`src/rtl/nibble_irq_pkg.sv`:
```
package nibble_irq_pkg;
  localparam int NUM_SRC = 28;
  localparam int NUM_EXT = 6;
  localparam int NUM_REG = 4;
  localparam int FIELDS  = 8;
  localparam int PRIO_W  = 3;
  localparam logic [31:0] EXT_MAP = 32'h0600_000F;

  function automatic int ext_slot(input int s);
    int n = 0;
    for (int i = 0; i < s; i++) if (EXT_MAP[i]) n++;
    return n;
  endfunction

  function automatic int ext_src(input int k);
    int n = 0;
    for (int i = 0; i < 32; i++)
      if (EXT_MAP[i]) begin
        if (n == k) return i;
        n++;
      end
    return 0;
  endfunction

  function automatic int fld_lsb(input int s);
    return 28 - 4 * (s % FIELDS);
  endfunction
endpackage

```
`src/rtl/nibble_irq_edge.sv`:
```
module nibble_irq_edge #(
  parameter int STAGES = 2
) (
  input  logic clk_i,
  input  logic rst_ni,
  input  logic lvl_i,
  input  logic rise_sel_i,
  output logic edge_o
);
  logic [STAGES:0] sh_q;

  always_ff @(posedge clk_i or negedge rst_ni)
    if (!rst_ni) sh_q <= '0;
    else         sh_q <= {sh_q[STAGES-1:0], lvl_i};

  // sh_q[STAGES-1] is the synchronised level, sh_q[STAGES] its previous value
  assign edge_o = rise_sel_i ? ( sh_q[STAGES-1] & ~sh_q[STAGES])
                             : (~sh_q[STAGES-1] &  sh_q[STAGES]);
endmodule

```
`src/rtl/nibble_irq_arb.sv`:
```
module nibble_irq_arb #(
  parameter int N  = 28,
  parameter int PW = 3,
  parameter int IW = 5
) (
  input  logic [N-1:0]    act_i,
  input  logic [N*PW-1:0] prio_i,
  output logic [PW-1:0]   lvl_o,
  output logic [IW-1:0]   idx_o,
  output logic            hit_o
);
  always_comb begin
    lvl_o = '0;
    idx_o = '0;
    // strict compare: lower index keeps ties, priority 0 never wins
    for (int i = 0; i < N; i++)
      if (act_i[i] && (prio_i[i*PW +: PW] > lvl_o)) begin
        lvl_o = prio_i[i*PW +: PW];
        idx_o = IW'(i);
      end
    hit_o = (lvl_o != '0);
  end
endmodule

```
`src/rtl/nibble_irq_ctrl.sv`:
```
module nibble_irq_ctrl
  import nibble_irq_pkg::*;
#(
  parameter int VEC_W    = 8,
  parameter int VEC_BASE = 64,
  parameter int ADDR_W   = 3,
  parameter int SYNC_STG = 2
) (
  input  logic                clk_i,
  input  logic                rst_ni,
  input  logic [NUM_SRC-1:0]  irq_i,
  input  logic [ADDR_W-1:0]   addr_i,
  input  logic                wr_en_i,
  input  logic [31:0]         wdata_i,
  output logic [31:0]         rdata_o,
  output logic [PRIO_W-1:0]   irq_lvl_o,
  output logic [VEC_W-1:0]    irq_vec_o
);
  localparam int IDX_W    = $clog2(NUM_SRC);
  localparam int POL_ADDR = NUM_REG;

  logic [NUM_SRC*PRIO_W-1:0] prio_q;
  logic [NUM_SRC-1:0]        flag_w;
  logic [NUM_EXT-1:0]        pol_q, pend_q, edge_w, clr_w;
  logic [PRIO_W-1:0]         win_lvl;
  logic [IDX_W-1:0]          win_idx;
  logic                      win_hit;

  always_ff @(posedge clk_i or negedge rst_ni)
    if (!rst_ni)                                          pol_q <= '1;
    else if (wr_en_i && addr_i == ADDR_W'(POL_ADDR))      pol_q <= wdata_i[NUM_EXT-1:0];

  for (genvar s = 0; s < NUM_SRC; s++) begin : g_src
    localparam int REG = s / FIELDS;
    localparam int LSB = fld_lsb(s);
    logic ld;
    assign ld = wr_en_i && (addr_i == ADDR_W'(REG)) && wdata_i[LSB+3];

    always_ff @(posedge clk_i or negedge rst_ni)
      if (!rst_ni) prio_q[s*PRIO_W +: PRIO_W] <= '0;
      else if (ld) prio_q[s*PRIO_W +: PRIO_W] <= wdata_i[LSB +: PRIO_W];

    if (EXT_MAP[s]) begin : g_ext
      assign clr_w[ext_slot(s)] = ld;
      assign flag_w[s]          = pend_q[ext_slot(s)];
    end else begin : g_lvl
      assign flag_w[s] = irq_i[s];
    end
  end

  for (genvar k = 0; k < NUM_EXT; k++) begin : g_edge
    nibble_irq_edge #(.STAGES(SYNC_STG)) u_edge (
      .clk_i      (clk_i),
      .rst_ni     (rst_ni),
      .lvl_i      (irq_i[ext_src(k)]),
      .rise_sel_i (pol_q[k]),
      .edge_o     (edge_w[k])
    );

    // a new edge beats a clear in the same cycle
    always_ff @(posedge clk_i or negedge rst_ni)
      if (!rst_ni) pend_q[k] <= 1'b0;
      else         pend_q[k] <= edge_w[k] | (pend_q[k] & ~clr_w[k]);
  end

  always_comb begin
    rdata_o = '0;
    if (addr_i == ADDR_W'(POL_ADDR)) rdata_o[NUM_EXT-1:0] = pol_q;
    else
      for (int s = 0; s < NUM_SRC; s++)
        if (addr_i == ADDR_W'(s / FIELDS))
          rdata_o[fld_lsb(s) +: 4] = {flag_w[s], prio_q[s*PRIO_W +: PRIO_W]};
  end

  nibble_irq_arb #(.N(NUM_SRC), .PW(PRIO_W), .IW(IDX_W)) u_arb (
    .act_i  (flag_w),
    .prio_i (prio_q),
    .lvl_o  (win_lvl),
    .idx_o  (win_idx),
    .hit_o  (win_hit)
  );

  assign irq_lvl_o = win_lvl;
  assign irq_vec_o = win_hit ? VEC_W'(VEC_BASE + 1) + VEC_W'(win_idx) : VEC_W'(VEC_BASE);
endmodule

```
`config.mk`:
```
export PLATFORM = sky130hd
export DESIGN_NAME = nibble_irq_ctrl
export DESIGN_NICKNAME = d
export VERILOG_FILES = /design/src/rtl/nibble_irq_pkg.sv /design/src/rtl/nibble_irq_edge.sv /design/src/rtl/nibble_irq_arb.sv /design/src/rtl/nibble_irq_ctrl.sv
export SDC_FILE = /design/constraint.sdc
export NUM_CORES = 1
export LEC_CHECK = 0
export BUFFER_PORTS_ARGS = -buffer_cell sky130_fd_sc_hd__buf_2
export CORE_MARGIN = 3
export CORE_UTILIZATION = 55
export CTS_CLUSTER_DIAMETER = 60
export DETAILED_ROUTE_END_ITERATION = 16
export GPL_ROUTABILITY_DRIVEN = 1
export PLACE_DENSITY = 0.76
export SLEW_MARGIN = 20
export SYNTH_ARGS = -nofsm -noshare
export SYNTH_HDL_FRONTEND = slang
export SYNTH_SLANG_ARGS = --single-unit
```
`constraint.sdc`:
```
create_clock -name clk_i -period 46.2 [get_ports clk_i]
set_input_delay 4.62 -clock clk_i [delete_from_list [all_inputs] [get_ports clk_i]]
set_output_delay 4.62 -clock clk_i [all_outputs]
set_load 0.02 [all_outputs]
```
# Word level (Yosys, flattened, before mapping)
# Index checks and enable logic that the tools add are counted.
[classes]
n_eq_ne = 4
muxes = 92
add_sub_neg = 1
order_cmp = 28
n_bitwise = 42
reduce_logical = 63
[ops]
columns = ["operator", "count"]
rows = [
  ["$mux W4", 36],
  ["$mux W3", 32],
  ["$gt A3 B3 Y1", 27],
  ["$logic_and A1 B1 Y1", 61],
  ["$mux W5", 12],
  ["$mux W26", 1],
  ["$and A1 B1 Y1", 18],
  ["$not A1 Y1", 18],
  ["$add A7 B5 Y8 const A", 1],
  ["$mux W8", 1],
  ["$mux W1", 7],
  ["$eq A3 B2 Y1 const B", 2],
  ["$mux W6", 1],
  ["$or A1 B1 Y1", 6],
  ["$mux W2", 2],
  ["$eq A3 B1 Y1 const B", 1],
  ["$eq A3 B3 Y1 const B", 1],
  ["$gt A3 B1 Y1 const B", 1],
  ["$logic_not A3 Y1", 1],
  ["$reduce_bool A3 Y1", 1],
]
[word_totals]
input_bits = 66
out_inout_bits = 43
elab_cells = 271
register_bits = 114

# Longest topological paths before layout
# Gate-level depths: netlist of run 1.
[logic_depth]
depth_word = 86
ltp_mapped = 196
mapped_depth_nobuf = 196

# Modules after synthesis
# Synthesis of run 1 repeated with hierarchy kept, for this count alone.
[hier_totals]
hier_cells = 988
hier_area_um2 = 9137.5
[modules_own_cells]
columns = ["mod", "seq_area_each_um2", "instances", "cells_per_inst", "area_per_inst_um2"]
rows = [
  ["nibble_irq_ctrl", 2409.8, 1, 358, 4759.6],
  ["nibble_irq_arb", 0.0, 1, 594, 3792.4],
  ["nibble_irq_edge", 75.1, 6, 6, 97.6],
]

# Worst setup path after synthesis of run 1
# No wires, ideal clock.
[synth_path]
kind = "reg2out"
from = "register pend_q[0], in the netlist flag_w[0]"
to = "output port irq_vec_o[4]"
path_stages_with_launch = 184
setup_slack_ns = 7.554
arrival_ns = 34.026
required_ns = 41.580
path_buffers = 0
path_cell_list = "dfrtp_1 and2_1 inv_1 ha_1 or2_4 o2111ai_4 mux2_2 ha_1 nor2_1 maj3_1 a211o_1 and3_1 ha_1 nor2_1 nand2_1 a221oi_1 nor2b_1 mux2_2 [... 148 more ...] o221ai_1 mux2_4 ha_1 nor2b_1 o21ai_0 nand2b_1 nand3_1 o311ai_0 o21ai_0 ha_1 nor2b_1 o21ai_0 a21oi_1 a31oi_1 o21ai_0 ha_1 nand2_1 a31oi_1"
[synth_via]
elab_chain_cells = 85
word_cells_on_any_way = 113
classes_between = "add/sub (1); order compare (27); mux (56); reduce/logical (29)"
[synth_rtl]
columns = ["element", "line", "source"]
rows = [
  ["start, declared", "nibble_irq_ctrl.sv:24", "logic [NUM_EXT-1:0] pol_q, pend_q, edge_w, clr_w;"],
  ["start signal, assigned by index", "nibble_irq_ctrl.sv:63", "else pend_q[k] <= edge_w[k] | (pend_q[k] & ~clr_w[k]);"],
  ["$logic_and A1 B1 Y1 *", "nibble_irq_arb.sv:17", "if (act_i[i] && (prio_i[i*PW +: PW] > lvl_o)) begin"],
  ["$mux W3 *", "nibble_irq_arb.sv:17", ""],
  ["$gt A3 B3 Y1", "nibble_irq_arb.sv:17", ""],
  ["$logic_and A1 B1 Y1", "nibble_irq_arb.sv:17", ""],
  ["$mux W3", "nibble_irq_arb.sv:17", ""],
  ["$gt A3 B3 Y1", "nibble_irq_arb.sv:17", ""],
  ["$logic_and A1 B1 Y1", "nibble_irq_arb.sv:17", ""],
  ["$mux W3", "nibble_irq_arb.sv:17", ""],
  ["[... 69 more ...]", "--", ""],
  ["$gt A3 B3 Y1", "nibble_irq_arb.sv:17", ""],
  ["$logic_and A1 B1 Y1", "nibble_irq_arb.sv:17", ""],
  ["$mux W3", "nibble_irq_arb.sv:17", ""],
  ["$gt A3 B3 Y1", "nibble_irq_arb.sv:17", ""],
  ["$logic_and A1 B1 Y1", "nibble_irq_arb.sv:17", ""],
  ["$mux W5 or $mux W3 (tied branches)", "nibble_irq_arb.sv:17", ""],
  ["$add A7 B5 Y8 or $reduce_bool A3 Y1 (tied branches)", "nibble_irq_ctrl.sv:84, nibble_irq_arb.sv:21", ""],
  ["$mux W8 *", "nibble_irq_ctrl.sv:84", "assign irq_vec_o = win_hit ? VEC_W'(VEC_BASE + 1) + VEC_W'(win_idx) : VEC_W'(VEC_BASE);"],
  ["end, declared", "nibble_irq_ctrl.sv:17", "output logic [VEC_W-1:0] irq_vec_o"],
]
# Every way passes the cells marked *; elsewhere a longest branch is shown, timed or not.

# Worst setup path after layout of run 1
[layout_path]
from = "register pend_q[0], in the netlist flag_w[0]"
to = "output port irq_vec_o[2]"
# Same word-level chain as after synthesis.

==> flow_summary.toml, run 1 <==
[layout]
drive_gt1_share_pct = 25.1
antennaDiodeCount = 0
design_area_mm2 = 0.0109
area.growth.synth_to_final_pct = 14.3
nNetsFinal = 1284

[yosys]
synth_seq_cells = 114
synth_top_area_share_pct = 28.3
syn_inst = 1083
synth.distinct_cells = 94
yosys.area.top_type = "sky130_fd_sc_hd__dfrtp_1"
synthesis.area_mm2 = 0.00955
yosys_warnings = 0
post_synth.cell_area_avg_um2 = 8.82
dominantRegCellSynth = "sky130_fd_sc_hd__dfrtp_1"
synth_seq_area_share_pct = 30.0
synth.top_cells.by_area = "sky130_fd_sc_hd__dfrtp_1, sky130_fd_sc_hd__mux2_2, sky130_fd_sc_hd__nand2_1"
postSynth.asyncResetShare_pct = 100
synth-edff-count = 0

[timing]
finalSetupTns_ns = 0
final-setup-viol-count = 0
relSlewSlack_pct = 28.0
clock_skew_ns = 0.00613
worstMarginPinSlew_ns = 1.07
final_critical_path_setup_slack_ns = 2.89
timing.final.crit_period_ns = 43.31
finalMaxSlewViolations = 0
timing_hold_violations_final = 0
max_freq_mhz = 23.1
min_period_over_period_pct = 93.7

[setup_path]
timing.critical_path.to_type = "output port"
worstSetupStartpoint = "flag_w[0]"
cp_data_required_time_ns = 41.58
critPathMaxFanout = 8
critPathKind = "flop to output port"
crit_path_max_incr_delay_ns = 0.69
critical-path-slowest-cell = "sky130_fd_sc_hd__or4b_2"
r2r-end = "flag_w[2]"
r2r_start = "pol_q[2]"
arrival_worst_endpoint_ns = 38.69
ff2ff_path_depth = 2
critPathCapture = "irq_vec_o[2]"
crit_path_start_kind = "flop"
crit_path_frequent_cell = "sky130_fd_sc_hd__nor2_1"
regToRegSetupSlack_ns = 45.08

[cts]
cts_inserted_buffers = 17
clockRootBuffer = "sky130_fd_sc_hd__clkbuf_16"
clkSinkCount = 114
clkSlewWorstSetupHoldPaths_ns = 0.06
clk_latency_ns = 0.42
cts.hold.buffers_added = 0
cts_max_path_buffers = 2
cts_htree_levels = 4
cts_tree = "yes"

[die]
floorplan.io_pins = 109
die_w_um = 138
core_region_area_mm2 = 0.0168
number_of_rows_in_the_core_area = 47
die_area_mm2 = 0.0190
dieHeight_um = 138
initial_core_util_pct = 57.0

[detailed_routing]
route.vias.total = 9303
drt-total-wl_um = 30200
detail_route.first_pass.iterations = 8
drc_violation_count_after_routing = 0
vias_per_cell = 6.57
drtIter0Drc = 1071
wl_per_instance_um = 21.3
drtAntennaViolNets = 0

[placement]
place_hpwl_um = 23400
standard_cell_area_after_detailed_placement_mm2 = 0.0103
port_buffers = 105
final_estimated_routing_congestion_in_global_placement = 1.00
detailedPlace.worstSlack_ns = 3.20

[worst_hold_path]
min-delay-path-class = "flop to flop"

[global_route]
grt_max_degree = 77
grt_first_pass_wirelength_um = 46200
first_global_vias = 8660
number_of_antenna_violations_at_the_first_check_in_global_routing = 1
grt.overflow.total = 0
grt.total_usage_pct = 32.0

[outcome]
run_status = "finished, final reports clean"

[run]
drv_cap = 0
-- cell usage after synthesis, types with 20 or more instances --
cell type and instances:
sky130_fd_sc_hd__nand2_1 131, sky130_fd_sc_hd__nor2_1 117, sky130_fd_sc_hd__dfrtp_1 108, sky130_fd_sc_hd__mux2_2 97, sky130_fd_sc_hd__inv_1 53, sky130_fd_sc_hd__o21ai_0 48
sky130_fd_sc_hd__a21oi_1 47, sky130_fd_sc_hd__nand3_1 37, sky130_fd_sc_hd__ha_1 34, sky130_fd_sc_hd__nor2b_1 31, sky130_fd_sc_hd__and2_1 24, sky130_fd_sc_hd__clkbuf_1 21
sky130_fd_sc_hd__nor3_1 21, sky130_fd_sc_hd__o211ai_1 20
-- per-stage QoR --
step	cells	utilization, %	hold WS (ns)
5_1_grt	1417	65.1	0.353
3_5_place_dp	1383	61.3	0.336
4_1_cts	1415	64.9	0.349
3_3_place_gp	1383	61.3	0.333
6_report	1417	65.1	0.347
2_1_floorplan	1084	-	0.331
-- cells in the final DEF (no fill, tap or decap), types with 16 or more instances in the layout --
cell type,synthesis,layout
sky130_fd_sc_hd__o211ai_1,20,20
sky130_fd_sc_hd__nand3_1,37,37
sky130_fd_sc_hd__mux2_2,97,97
sky130_fd_sc_hd__inv_1,53,53
sky130_fd_sc_hd__ha_1,34,34
sky130_fd_sc_hd__maj3_1,18,18
sky130_fd_sc_hd__nor2_1,117,117
sky130_fd_sc_hd__buf_2,1,104
sky130_fd_sc_hd__mux2i_1,18,18
sky130_fd_sc_hd__and2_1,24,23
sky130_fd_sc_hd__nand2_1,131,131
sky130_fd_sc_hd__a21oi_1,47,46
sky130_fd_sc_hd__mux4_2,16,16
sky130_fd_sc_hd__o21ai_0,48,47
sky130_fd_sc_hd__clkbuf_16,0,17
sky130_fd_sc_hd__nor3_1,21,20
sky130_fd_sc_hd__nor2b_1,31,31
sky130_fd_sc_hd__dfrtp_1,108,108
-- cell type report --
| class | instances | area (um^2) |
|---|---|---|
| flip-flops and latches | 114 | 2860 |
| clock inverters | 14 | 180 |
| fillers | 1358 | 5850 |
| inverters | 53 | 199 |
| repair buffers | 113 | 588 |
| well taps | 220 | 275 |
| clock buffers | 18 | 429 |
| multi-input cells | 885 | 6380 |
-- repair_timing --
item	4_1_cts	5_1_grt
endpoints found under the setup margin	0	8
gates resized for setup	0	6
buffers inserted	0	2
hold endpoints to repair	0	0
-- registers in the layout (all words and copies together), names as in the netlist --
register,flops
prio_q,84
g_edge.u_edge.sh_q,18
flag_w,6
pol_q,6
-- worst min path at each step --
stage                             start                  endpoint  slack (ns)  depth (start not counted)
2_1_floorplan  g_edge[0].u_edge.sh_q[0]  g_edge[0].u_edge.sh_q[1]        0.33                          0
3_3_place_gp   g_edge[2].u_edge.sh_q[0]  g_edge[2].u_edge.sh_q[1]        0.33                          0
3_5_place_dp   g_edge[1].u_edge.sh_q[0]  g_edge[1].u_edge.sh_q[1]        0.34                          0
4_1_cts        g_edge[5].u_edge.sh_q[0]  g_edge[5].u_edge.sh_q[1]        0.35                          0
5_1_grt        g_edge[0].u_edge.sh_q[0]  g_edge[0].u_edge.sh_q[1]        0.35                          0
6_report       g_edge[4].u_edge.sh_q[0]  g_edge[4].u_edge.sh_q[1]        0.35                          0
-- routing by layer --
layer / vias up / wire [um] / track usage (%)
met5: - / 13 / 0
met4: 2 / 1460 / 16.8
met3: 82 / 2810 / 8.11
met2: 477 / 13800 / 48.9
met1: 4487 / 12100 / 41.8
li1: 4255 / - / -
-- worst max-delay path: cells and delay by family (launching register included) --
family                     cells  cell delay [ns]
xor gates and xnor gates       1             0.07
muxes                          5             1.92
and+or+nand+nor               68            10.71
buffers and inverters          8             0.87
adders and majority gates     40            11.29
DFF                            1             0.41
AOI/OAI and AO/OA             66            12.97
-- cells by family after synthesis --
family	count (synthesis)	synth area share, %
simple gates	420	20.9
compound gates	274	21.6
mux	132	17.3
flops	114	30.0
buf+inv	85	3.51
fa+ha+maj	54	6.58
other cells	2	0.0786
xor+xnor	2	0.183
Power of run 1 is not shown: default switching activity piles up to over one toggle a cycle in this logic, so the estimate is an artifact.
==> run 2, diff against run 1 <==
--- a/config.mk
+++ b/config.mk
@@ -15,4 +15,5 @@
 export SLEW_MARGIN = 20
 export SYNTH_ARGS = -nofsm -noshare
 export SYNTH_HDL_FRONTEND = slang
+export SYNTH_HIERARCHICAL = 1
 export SYNTH_SLANG_ARGS = --single-unit
==> run 2 against run 1 <==
Die area down 4.1%. First-iteration DRC count fell by 21%. Global-route usage down 1.1 points. Critical path depth fell by 2. Flip-flop and latch count stayed put. Hold slack barely moved. Final cell count shrank 6.2%. Sequential share of layout area increased by 0.99 points. Fmax fell by 1.2%. Cell area shrank 3.7%. Utilization rose by 0.36 points. Largest cell class unchanged.
==> flow_summary.toml, run 2 <==
[layout]
area.growth.synth_to_final_pct = 15.1
multiInputGateArea_mm2 = 0.00600
drive_gt1_share_pct = 30.2
nNetsFinal = 1198
stdcell_count = 1329
fill_cells = 1301
final_common_cell = "sky130_fd_sc_hd__nand2_1"
layout_common_cells = "sky130_fd_sc_hd__nand2_1, sky130_fd_sc_hd__dfrtp_1, sky130_fd_sc_hd__buf_2"
layout_top_registers = "prio_q (84), g_edge.u_edge/sh_q (18)"
fin_util_pct = 65.5
largest_register_ffs = 84
largest_reg_by_ff_count = "prio_q"
area.sequential_mm2 = 0.00286

[timing]
relSlewSlack_pct = 33.8
clock_skew_ns = 0.0114
min_period_over_period_pct = 94.8
timing_hold_violations_final = 0
fin_worst_hold_slack_ns = 0.347
max_freq_mhz = 22.8
final_critical_path_setup_slack_ns = 2.38
worstMarginPinSlew_ns = 0.989
finalMaxSlewViolations = 0
timing.final.crit_period_ns = 43.82
final-setup-viol-count = 0

[placement]
detailedPlace.worstSlack_ns = 2.49
port_buffers = 106
dp.cells = 1290
final_estimated_routing_congestion_in_global_placement = 0.977
place_hpwl_um = 20900

[setup_path]
critical-path-slowest-cell = "sky130_fd_sc_hd__dfrtp_1"
arrival_worst_endpoint_ns = 39.20
crit_path_frequent_cell = "sky130_fd_sc_hd__nor2_1"
timing.critical_path.to_type = "output port"
critPathMaxFanout = 10
crit_path_start_kind = "flop"
critPathKind = "flop to output port"
cp_data_required_time_ns = 41.58
crit_path_max_incr_delay_ns = 0.52

[cts]
clockRootBuffer = "sky130_fd_sc_hd__clkbuf_16"
cts_inserted_buffers = 17
cts_htree_levels = 4
clk_latency_ns = 0.43
cts_tree = "yes"
cts_max_path_buffers = 2
clkSinkCount = 114
clkSlewWorstSetupHoldPaths_ns = 0.06

[yosys]
synth_seq_area_share_pct = 31.3
post_synth.cell_area_avg_um2 = 9.25
yosys.area.top_type = "sky130_fd_sc_hd__dfrtp_1"
postSynth.asyncResetShare_pct = 100
synth_fp_nets = 1087
synth_seq_cells = 114
synth.top_cells.by_area = "sky130_fd_sc_hd__dfrtp_1, sky130_fd_sc_hd__mux2_2, sky130_fd_sc_hd__nand2_1"
synth_top_cells_by_count = "sky130_fd_sc_hd__nand2_1, sky130_fd_sc_hd__dfrtp_1, sky130_fd_sc_hd__mux2_2"
yosys_warnings = 6
synth_top_area_share_pct = 29.6
synthesis.area_mm2 = 0.00914
synth-edff-count = 0
synth.distinct_cells = 92
synth_most_common_cell = "sky130_fd_sc_hd__nand2_1"
syn_inst = 988
dominantRegCellSynth = "sky130_fd_sc_hd__dfrtp_1"

[detailed_routing]
drtIter0Drc = 842
drc_violation_count_after_routing = 0
wl_per_instance_um = 21.3
drtAntennaViolNets = 0
detail_route.first_pass.iterations = 6
drt-total-wl_um = 28300
route.vias.total = 8618
vias_per_cell = 6.48

[worst_hold_path]
min-delay-path-class = "flop to flop"

[global_route]
first_global_vias = 7996
grt.total_usage_pct = 30.9
grt.overflow.total = 0
grt_first_pass_wirelength_um = 43100
grt_max_degree = 59
number_of_antenna_violations_at_the_first_check_in_global_routing = 2

[die]
die_area_mm2 = 0.0182
floorplan.io_pins = 109
number_of_rows_in_the_core_area = 46
dieHeight_um = 135
core_region_area_mm2 = 0.0161
initial_core_util_pct = 56.9
die_w_um = 135

[run]
drv_cap = 0

[outcome]
run_status = "finished, final reports clean"
-- run 2: cell families (layout without fill, tap and decap cells) --
family	Yosys count	in the layout	synth area share [%]
muxes	136	136	18.5
and+or+nand+nor	367	367	20.2
buffers and inverters	66	190	3.30
DFF	114	114	31.3
xor gates and xnor gates	3	3	0.288
AOI/OAI and AO/OA	258	258	20.8
adders and majority gates	42	42	5.50
other	2	3	0.0822
-- run 2: worst paths after layout --
kind	startpoint	cells past startpoint	slack [ns]	endpoint
worst max-delay path	flag_w[0]	186	2.38	irq_vec_o[3]
worst min-delay path	g_edge[4].u_edge/sh_q[0]	0	0.35	g_edge[4].u_edge/sh_q[1]
worst max register to register	pol_q[3]	3	45.21	flag_w[3]
worst min register to register	g_edge[4].u_edge/sh_q[0]	0	0.35	g_edge[4].u_edge/sh_q[1]
max in group asynchronous	rst_ni	2	40.73	prio_q[60]
min in group asynchronous	rst_ni	1	4.28	prio_q[10]
-- run 2: layout make-up --
cell class | count | area share (%)
clock inverters | 14 | 1.80
repair buffers | 115 | 5.71
well taps | 216 | 2.57
clock buffers | 18 | 4.08
flip-flops and latches | 114 | 27.2
diodes | 1 | 0.0238
multi-input cells | 808 | 57.1
inverters | 43 | 1.53
-- run 2: per-layer routing --
metal  share of wire, %  track usage, %
met1                 41            40.7
met2                 47            50.4
met3                8.2            6.48
met4                3.2            11.3
met5              0.046               0
-- run 2: per-stage QoR --
step | TNS (ns) | instance area [um^2]
floorplan | 0 | 9140
global placement | 0 | 9820
detailed placement | 0 | 9830
CTS | 0 | 10400
global route | -0.0820 | 10500
finish | 0 | 10500
-- run 2: worst max-delay path: cells and delay by family, from the launching register on --
family	cells	cell delay, ns
mux	8	2.75
flops	1	0.52
fa+ha+maj	36	10.48
compound gates	72	14.70
xor+xnor	1	0.20
simple gates	63	9.48
buf+inv	6	0.58
-- run 2: repair_timing --
item,4_1_cts,5_1_grt
setup endpoints to repair,0,9
resized for setup,0,5
buffers inserted,0,6
hold buffers,0,0
Power of run 2 is left out for the same reason.
